<file path="src/rtl/rx_block_stager.sv">
module rx_block_stager #(
  parameter int DEPTH = 32,
  parameter int BW    = 8
) (
  input  logic                          clk,
  input  logic                          rst_n,
  input  logic                          init_n,
  input  logic                          req_n,
  input  logic                          strobe,
  input  logic                          hi_sel,
  input  logic [BW-1:0]                 byte_in,
  input  logic                          valid_n,
  output logic                          ack_n,
  output logic [$clog2(DEPTH+1)-1:0]    commit_count,
  output logic                          overflow,
  input  logic [$clog2(DEPTH)-1:0]      rd_addr,
  output logic [2*BW-1:0]               rd_data
);
  localparam int AW = $clog2(DEPTH);
  localparam int CW = $clog2(DEPTH+1);
  localparam int DW = 2*BW;

  logic [DW-1:0] mem [2][DEPTH];
  logic          rd_bank;
  logic [CW-1:0] wptr;
  logic [BW-1:0] hi_byte;
  logic          hi_held;
  logic          strb_q, init_q, valid_q;

  wire strb_rise  = strobe & ~strb_q & ~req_n;
  wire init_fall  = ~init_n & init_q;
  wire valid_fall = ~valid_n & valid_q;
  wire boundary   = init_fall | valid_fall;
  wire take_lo    = strb_rise & ~hi_sel & hi_held & ~boundary;
  wire room       = wptr < CW'(DEPTH);

  always_ff @(posedge clk or negedge rst_n) begin
    if (!rst_n) begin
      strb_q  <= 1'b0;
      init_q  <= 1'b1;
      valid_q <= 1'b1;
      ack_n   <= 1'b1;
    end else begin
      strb_q  <= strobe;
      init_q  <= init_n;
      valid_q <= valid_n;
      ack_n   <= req_n;
    end
  end

  always_ff @(posedge clk or negedge rst_n) begin
    if (!rst_n) begin
      rd_bank      <= 1'b0;
      wptr         <= '0;
      hi_byte      <= '0;
      hi_held      <= 1'b0;
      commit_count <= '0;
      overflow     <= 1'b0;
    end else if (boundary) begin
      wptr    <= '0;
      hi_held <= 1'b0;
      if (valid_fall) begin
        rd_bank      <= ~rd_bank;
        commit_count <= wptr;
      end
    end else if (strb_rise) begin
      if (hi_sel) begin
        hi_byte <= byte_in;
        hi_held <= 1'b1;
      end else if (hi_held) begin
        hi_held <= 1'b0;
        if (room) wptr <= wptr + 1'b1;
        else      overflow <= 1'b1;
      end
    end
  end

  always_ff @(posedge clk) begin
    if (take_lo && room) mem[~rd_bank][wptr[AW-1:0]] <= {hi_byte, byte_in};
  end

  assign rd_data = mem[rd_bank][rd_addr];

  a_r1_reset_idle: assert property (@(posedge clk) $rose(rst_n) |-> (ack_n && commit_count == 0 && !overflow));
  a_r2_ack_follows: assert property (@(posedge clk) disable iff (!rst_n) $fell(req_n) |=> !ack_n);
  a_r2_ack_release: assert property (@(posedge clk) disable iff (!rst_n) $rose(req_n) |=> ack_n);
  a_r4_idle_no_write: assert property (@(posedge clk) disable iff (!rst_n) (req_n && init_n && valid_n) |=> $stable(wptr));
  a_r6_count_held: assert property (@(posedge clk) disable iff (!rst_n) valid_n |=> $stable(commit_count));
  a_r7_ovf_sticky: assert property (@(posedge clk) disable iff (!rst_n) overflow |=> overflow);
  a_r7_bound: assert property (@(posedge clk) disable iff (!rst_n) (wptr <= CW'(DEPTH)) && (commit_count <= CW'(DEPTH)));
endmodule

</file>
<file path="config.mk">
export PLATFORM = sky130hd
export DESIGN_NAME = rx_block_stager
export DESIGN_NICKNAME = d
export VERILOG_FILES = /design/src/rtl/rx_block_stager.sv
export SDC_FILE = /design/constraint.sdc
export NUM_CORES = 1
export LEC_CHECK = 0
export BUFFER_PORTS_ARGS = -buffer_cell sky130_fd_sc_hd__buf_2
export CAP_MARGIN = 20
export CORE_MARGIN = 3
export CORE_UTILIZATION = 45
export CTS_BUF_LIST = sky130_fd_sc_hd__clkbuf_16
export CTS_CLUSTER_SIZE = 40
export DETAILED_ROUTE_END_ITERATION = 12
export GPL_TIMING_DRIVEN = 0
export SLEW_MARGIN = 20
export SYNTH_ARGS = -nofsm -noshare
export SYNTH_HDL_FRONTEND = slang
export SYNTH_SLANG_ARGS = --single-unit
</file>
<file path="constraint.sdc">
create_clock -name clk -period 3.8 [get_ports clk]
set_clock_uncertainty 0.1 [all_clocks]
set_input_delay 0.19 -clock clk [delete_from_list [all_inputs] [get_ports clk]]
set_output_delay 0.19 -clock clk [all_outputs]
set_load 0.02 [all_outputs]
</file>
# == Word-level counts from Yosys, hierarchy flattened ==
# Memories as Yosys holds them, arrays and structs flattened.
# Cells that the tools add are included.
# Widths: inputs -> output; s select.
# op_classes
add_sub_neg,1
magnitude_cmp,4
eq_ne,1
n_mux,15
n_bitwise,18
n_reduce_logical,9
# op_table
operator,n
$mux 512,1
$bmux 16 s5,1
$demux 16 s5,1
$mux 16,3
$mux 6,5
$ge 6x6->1 const B,2
$not 5->6,2
$not 1->1,8
$and 1x1->1,7
$add 6x1->6 const B,1
$lt 6x1->1 const B,1
$lt 6x6->1 const B,1
$reduce_bool 2->1,3
$reduce_and 5->1,1
$mux 1,4
$reduce_and 4->1,1
$reduce_and 3->1,1
$logic_and 1x1->1,2
$ne 2x1->1 const B,1
$reduce_and 2->1,1
$or 1x1->1,1
# totals
regBits,27
ram_bits,1024
input_bits,20
output_inout_bits,24
wordCells,59
memories,1
# memory_table
name,words,width,read_ports,rd_clocked_by_memory_dff,write_ports,line,text
mem,2,512,1,0,1,23,logic [DW-1:0] mem [2][DEPTH];

# == Longest topological paths before layout ==
# Gate-level depths: netlist of the first run.
# depth
depth_word,9
ltp_mapped,8
mapped_depth_nobuf,4

# == Worst setup path before layout of the first run ==
# No wires, ideal clock.
# synth_timing
path_kind,flip-flop to flip-flop
start,register rd_bank
end,"memory mem[1][0] (netlist name), enable pin"
setup_time_ns,0.430
t_arrival_ns,2.724
required_ns,3.270
slack_ns,0.546
path_stages_with_launch,6
path_buffers,4
synth_period_minus_slack_ns,3.254
path_cell_list,dfrtp_1 -> buf_6 -> buf_4 -> buf_2 -> buf_1 -> nor4_1
# synth_via
elab_chain_cells,1
# synth_rtl
element,line,text
from (decl),24,logic rd_bank;
from (signal assigned),63,rd_bank <= ~rd_bank;
$not 1->1,79,"if (take_lo && room) mem[~rd_bank][wptr[AW-1:0]] <= {hi_byte, byte_in};"
to (decl),23,
# No other way between the ends.

# == Worst setup path in the final report of the first run ==
# layout_timing
start,register strb_q
end,"memory mem[1][385] (netlist name), enable pin"
# layout_via
elab_chain_cells,9
# layout_rtl
element,line,text
from (decl),28,"logic strb_q, init_q, valid_q;"
from (signal assigned),44,strb_q <= strobe;
$not 1->1,30,wire strb_rise = strobe & ~strb_q & ~req_n;
$and 1x1->1 (2 in series),30,
$and 1x1->1 (3 in series),34,wire take_lo = strb_rise & ~hi_sel & hi_held & ~boundary;
$logic_and 1x1->1,79,
$mux 1,79,
$mux 512 (implied by the code),79,
# No other way between the ends.

==> results of run 1 <==
==> layout make-up <==
| cell class | count | area [µm²] | share of cell area |
|---|---|---|---|
| repair buffers | 111 | 1140 | 0.0246 |
| inverters | 3 | 11.3 | 0.000243 |
| plain buffers | 98 | 554 | 0.0119 |
| diodes | 3 | 7.51 | 0.000162 |
| multi-input cells | 653 | 8630 | 0.186 |
| flip-flops and latches | 1051 | 31400 | 0.677 |
| clock inverters | 82 | 482 | 0.0104 |
| well taps | 1165 | 1460 | 0.0314 |
| clock buffers | 108 | 2700 | 0.0582 |
==> routing by layer <==
layer	routed length, µm	vias up
met5	0	-
met1	42600	10800
met3	8950	185
met2	50500	955
met4	3150	0
li1	-	8117
==> what timing repair did <==
item | 4_1_cts | 5_1_grt
resized for setup | 28 | 24
endpoints found under the hold margin | 39 | 0
hold buffers | 6 | 0
buffers inserted | 5 | 2
pin swaps | 3 | 6
setup endpoints to repair | 421 | 65
==> cells by family after synthesis <==
logic type	count (synthesis)	share of synthesized area
DFF	1051	0.782
AOI/OAI and AO/OA	135	0.0254
muxes	299	0.151
xor gates and xnor gates	5	0.00109
buffers and inverters	101	0.0122
and+or+nand+nor	210	0.0271
adders and majority gates	4	0.00124
==> where the power goes <==
| part | internal [mW] | switching, mW | total, mW |
|---|---|---|---|
| logic | 1.59 | 2.13 | 3.71 |
| registers | 13.1 | 0.252 | 13.4 |
| clock network | 5.44 | 4.20 | 9.64 |
==> state kept, by name, summed over array words and instances (netlist names) <==
signal / cells
ack_n: 1
commit_count: 6
hi_byte: 8
hi_held: 1
init_q: 1
mem: 1024
overflow: 1
rd_bank: 1
strb_q: 1
valid_q: 1
wptr: 6
==> worst max-delay path, delay by kind of cell, from the launching register on <==
kind / cells / cell delay [ps]
flops: 1 / 380
buf+inv: 2 / 500
compound gates: 1 / 410
simple gates: 3 / 2100
==> worst max-delay path by stage <==
stage                     slack, ps               endpoint           startpoint  depth (start not counted)
after detailed placement       -370  mem[1][166]$_DFFE_PP_  wptr[5]$_DFFE_PN0P_                          6
after global placement        -1980   mem[1][10]$_DFFE_PP_    valid_q$_DFF_PN1_                          4
after global routing            -90  mem[1][397]$_DFFE_PP_     strb_q$_DFF_PN0_                          6
after floorplan                 550    mem[1][0]$_DFFE_PP_  rd_bank$_DFFE_PN0P_                          5
final                             9  mem[1][385]$_DFFE_PP_     strb_q$_DFF_PN0_                          6
after CTS                       -70             rd_data[4]  rd_bank$_DFFE_PN0P_                          8
==> cell usage after synthesis (3+ instances only) <==
cell type	instances	area [µm²]
edfxtp_1	1024	30700
mux4_2	245	5520
a22oi_1	94	706
nor2_1	76	285
nand3_1	54	270
buf_2	37	185
clkbuf_1	32	120
mux2i_1	31	310
dfrtp_1	24	601
mux2_2	23	259
and4_1	16	140
buf_1	15	56.3
and2_1	14	87.6
nor2b_1	13	81.3
a211o_1	11	96.3
buf_4	11	82.6
o221ai_1	11	96.3
nand2_1	10	37.5
o22ai_1	7	43.8
nand3b_1	6	45.0
o21ai_0	5	25.0
ha_1	4	50.1
nand2b_1	4	25.0
and2_0	3	18.8
buf_6	3	33.8
dfstp_2	3	78.8
inv_1	3	11.3
xor2_1	3	26.3
==> per-stage QoR <==
| step | setup TNS [ps] | area, µm² | hold WS (ps) |
|---|---|---|---|
| 2_1_floorplan | 0 | 40200 | -206 |
| 3_3_place_gp | -563540 | 41900 | 147 |
| 3_5_place_dp | -63990 | 42900 | 163 |
| 4_1_cts | -253 | 46300 | 15.0 |
| 5_1_grt | -1440 | 46400 | 47.8 |
| 6_report | 0 | 46400 | 28.4 |
==> qor.yml, run 1 <==
status:
  status: "completed"
drt:
  dr.pass1.iters: 5
  antenna_left: 0
  routed_wl_um: 105000
  via_count: 20100
  drc: 0
  wl_per_cell_um: 32.1
  drt_iter0_drc: 2752
  viasPerCell: 6.13
power:
  leakagePower_nw: 14.7
  power.density_nw_per_um2: 576
  peakVddDrop_mv: 0.471
  design_power_total_mw: 26.7
placed_design:
  place.gp.congestion: 0.844
  dp_cells: 3067
  dp_hpwl_um: 68000
  place_ws_ps: -365
  io_buffer_count: 40
synthesis:
  syn_nets: 1829
  synth_edf_count: 1024
  synthCells: 1805
  yosysWarningCount: 0
  syn_avg_cell_area_um2: 22.3
  netlist_area_um2: 40200
  synth_seq_area_share: 0.782
  synth_cell_types: 45
  synth.ff_latch_count: 1051
  synth_flop_cell: "edfxtp_1"
  synthArstFlopShare: 0.0257
floorplan:
  die_area_um2: 93000
  die_h_um: 305
  boundaryPins: 44
  die_w_um: 305
  core_area_um2: 88500
  num_rows: 109
  initial_core_util: 0.454
global_routing:
  grt_overflow: 0
  first_global_vias: 20400
  grt_usage: 0.228
  antenna_found_initial: 5
  top_usage_layer: "met2"
  grt_pass1_wl_um: 151000
  use_met3: 0.0419
  grt.met1_usage: 0.327
  grt_max_degree: 66
  grtUsageMet2: 0.363
worst_setup_path:
  cp_slowest_stage_delay_ps: 800
  worstReg2RegStart: "strb_q$_DFF_PN0_"
  r2r-end: "mem[1][385]$_DFFE_PP_"
  cp_cell_sequence: "nor3b_2 > o2111a_1 > buf_2 > nand3b_1 > nor2_2 > buf_6"
  critPathKind: "reg -> reg"
  worstPathRequired_ps: 4050
  slowest_stage: "nor2_2"
  ff2ff_path_depth: 6
  cp.arrival_ps: 4040
  cp_max_fo: 9
  cp-start-kind: "flop"
  ff2ff_setup_slack_ps: 9
  endpoint_kind: "flop"
flow_run:
  cap_violations: 0
cts:
  clk_latency_ps: 660
  clockBufferDepth: 3
  cts_tree: "yes"
  cts_buffers: 106
  cts-root-buf: "clkbuf_16"
  clock-sinks: 1051
  htreeDepth: 3
  path_clk_slew_ps: 60
timing:
  slew_viol_final: 0
  finalCritPeriodShare: 0.998
  finalHoldViolations: 0
  relSlewSlack: 0.202
  fmaxAchievable_ghz: 0.264
  finalSetupViolCount: 0
  rsz0062_at_grt: "true"
  fin_crit_ps: 3790
  tightest_slew_ps: 1200
  fin_ws_ps: 8.96
finish:
  drive_gt1_frac: 0.314
  fin_util: 0.525
  mostFrequentLayoutCell: "edfxtp_1"
  area_delta_synth_final_pct: 15.5
  fin_nets: 2048
  final_cell_mix: "1024 x edfxtp_1, 245 x mux4_2, 108 x clkbuf_16, 89 x a22oi_1, 65 x buf_2"
  fillers: 6763
  final_cells: 3274
hold_path:
  hold_path_class: "in -> async"
(Power assumes the default switching activity.)
==> run 2, diff against run 1 <==
- ABC_AREA: default -> 1
==> run 2 against run 1 <==
Compared with the run above: power rose by 15%; clock-buffer cell count shrank 1; global-route usage is 5.4 points higher; largest cell class unchanged; combinational power rose by 110%; non-clock buffer count up 142; highest routed layer is now met5; critical path depth is 7 higher.
==> qor.yml, run 2 <==
timing:
  relSlewSlack: 0.167
  fin_crit_ps: 3670
  slew_viol_final: 0
  fmaxAchievable_ghz: 0.273
  finalHoldViolations: 0
  finalCritPeriodShare: 0.965
  fin_ws_ps: 131
  rsz0062_at_grt: "false"
  finalSetupViolCount: 0
  tightest_slew_ps: 1250
  hold_ws_ps: 52.1
synthesis:
  synth.ff_latch_count: 1051
  netlist_top_cells_count: "1342 x nand2_1, 1024 x edfxtp_1, 869 x nand3_1"
  synthCells: 3633
  syn_avg_cell_area_um2: 11.8
  synth_edf_count: 1024
  synth_cell_types: 27
  synthArstFlopShare: 0.0257
  synth_flop_cell: "edfxtp_1"
  yosysWarningCount: 0
  synth_top_cell_by_area: "edfxtp_1"
  synth_seq_area_share: 0.735
  synth.area.top_cells: "edfxtp_1 72%, nand2_1 12%, nand3_1 10%"
  netlist_area_um2: 42800
  synth_top_area_frac: 0.719
  syn_nets: 3657
  yosysMostFrequentCell: "nand2_1"
global_routing:
  grt_max_degree: 59
  grt_overflow: 0
  first_global_vias: 27600
  antenna_found_initial: 4
  grt_pass1_wl_um: 197000
  grt_usage: 0.282
drt:
  routed_wl_um: 140000
  wl_per_cell_um: 26.9
  drc: 0
  viasPerCell: 5.69
  via_count: 29600
  dr.pass1.iters: 6
  antenna_left: 0
  drt_iter0_drc: 3664
placed_design:
  io_buffer_count: 40
  place.gp.congestion: 0.974
  dp_hpwl_um: 96600
  dp_cells: 4990
  place_ws_ps: 362
cts:
  clk_latency_ps: 700
  cts_tree: "yes"
  cts-root-buf: "clkbuf_16"
  htreeDepth: 3
  cts_buffers: 104
  clock-sinks: 1051
  post_cts_buffers: 0
  clockBufferDepth: 3
  path_clk_slew_ps: 70
status:
  status: "completed"
power:
  leakagePower_nw: 18.0
  power.density_nw_per_um2: 624
  peakVddDrop_mv: 0.395
worst_setup_path:
  worstPathRequired_ps: 3510
  critPathKind: "reg -> out"
  cp_max_fo: 10
  cp.arrival_ps: 3380
  cp-start-kind: "flop"
  endpoint_kind: "output port"
finish:
  fin_util: 0.525
  mostFrequentLayoutCell: "nand2_1"
  largest_reg_flops: 1024
  area_delta_synth_final_pct: 15.2
  fin_nets: 3882
  final_cells: 5200
  final_cell_mix: "1342 x nand2_1, 1024 x edfxtp_1, 869 x nand3_1, 141 x buf_2, 107 x clkbuf_16"
  drive_gt1_frac: 0.125
floorplan:
  boundaryPins: 44
  die_area_um2: 98700
  die_h_um: 314
  core_area_um2: 93700
  die_w_um: 314
  initial_core_util: 0.456
  num_rows: 112
hold_path:
  hold_path_class: "in -> reg"
flow_run:
  cap_violations: 0
## run 2: cell count changes after synthesis, sizes merged, moves of 22 or more
cell	previous run	this run
buf	66	185
inv	3	25
nand3	54	870
a22oi	94	0
mux4	245	0
mux2i	31	0
nand2	10	1342
## run 2: kinds of logic (layout without fill, tap and decap cells)
logic type               count (synthesis)  count (layout)  share of synthesized area
AO/OA/AOI/OAI                           14              14                    0.00184
XOR/XNOR                                 2               2                   0.000410
flip-flops                            1051            1051                      0.735
multiplexers                             8               8                    0.00211
other                                    0               3                          0
buffers and inverters                  257             567                     0.0308
AND/OR/NAND/NOR                       2297            2297                      0.228
adder cells (fa/ha/maj)                  4               4                    0.00117
## run 2: critical path: stages, from the launching register on
cell,delay [ps]
dfrtp_1,360
buf_4,160
inv_2,120
buf_4,280
buf_2,320
nand2_1,80
nand3_1,80
nand3_1,170
nand2_1,230
nand2_1,70
nand3_1,150
nand3_1,130
nand2_1,290
buf_2,230
## run 2: final timing paths
kind                                                  start                          end  slack [ps]  cells after the start
worst min-delay path                                  req_n              ack_n$_DFF_PN1_          50                      2
worst min register to register  commit_count[2]$_DFFE_PN0P_  commit_count[2]$_DFFE_PN0P_         380                      2
max in group asynchronous                             rst_n       hi_byte[0]$_DFFE_PN0P_        2550                      4
min in group asynchronous                             rst_n              ack_n$_DFF_PN1_         480                      3
worst max-delay path                    rd_bank$_DFFE_PN0P_                   rd_data[2]         130                     13
worst max register to register          rd_bank$_DFFE_PN0P_        mem[0][263]$_DFFE_PP_         530                      7
## run 2: layout make-up
type,count,area (µm²)
inverters,25,93.8
well taps,1254,1570
plain buffers,232,1230
fillers,8023,44500
clock inverters,84,489
multi-input cells,2325,10300
diodes,3,7.51
clock buffers,107,2680
flip-flops and latches,1051,31500
repair buffers,119,1420
## run 2: metrics by stage
stage / power, mW / setup TNS, ps / instance area, µm²
floorplan: 17.8 / 0 / 42800
global placement: 20.8 / -4550 / 44500
detailed placement: 21.1 / 0 / 45900
CTS: 30.7 / 0 / 49200
global route: 31.8 / 0 / 49200
finish: 30.7 / 0 / 49200
## run 2: routing by layer
| metal | share of wire | routed length (µm) | track usage | vias to the layer above |
|---|---|---|---|---|
| li1 | - | - | - | 13200 |
| met1 | 0.41 | 57300 | 0.404 | 14500 |
| met2 | 0.44 | 61800 | 0.425 | 1662 |
| met3 | 0.11 | 15100 | 0.0579 | 253 |
| met4 | 0.039 | 5400 | 0.109 | 4 |
| met5 | 0.00019 | 27 | 0 | - |
## run 2: power breakdown
part	switching [mW]	internal [mW]	total, mW
clock	4.31	5.39	9.71
combinational	5.76	1.98	7.75
sequential	0.171	13.1	13.3
total	10.2	20.5	30.7
## run 2: repair_timing
| item | in CTS | in global routing |
|---|---|---|
| resized for setup | 0 | 2 |
| endpoints found under the hold margin | 266 | 0 |
| setup endpoints to repair | 0 | 1 |
| hold buffers | 16 | 0 |
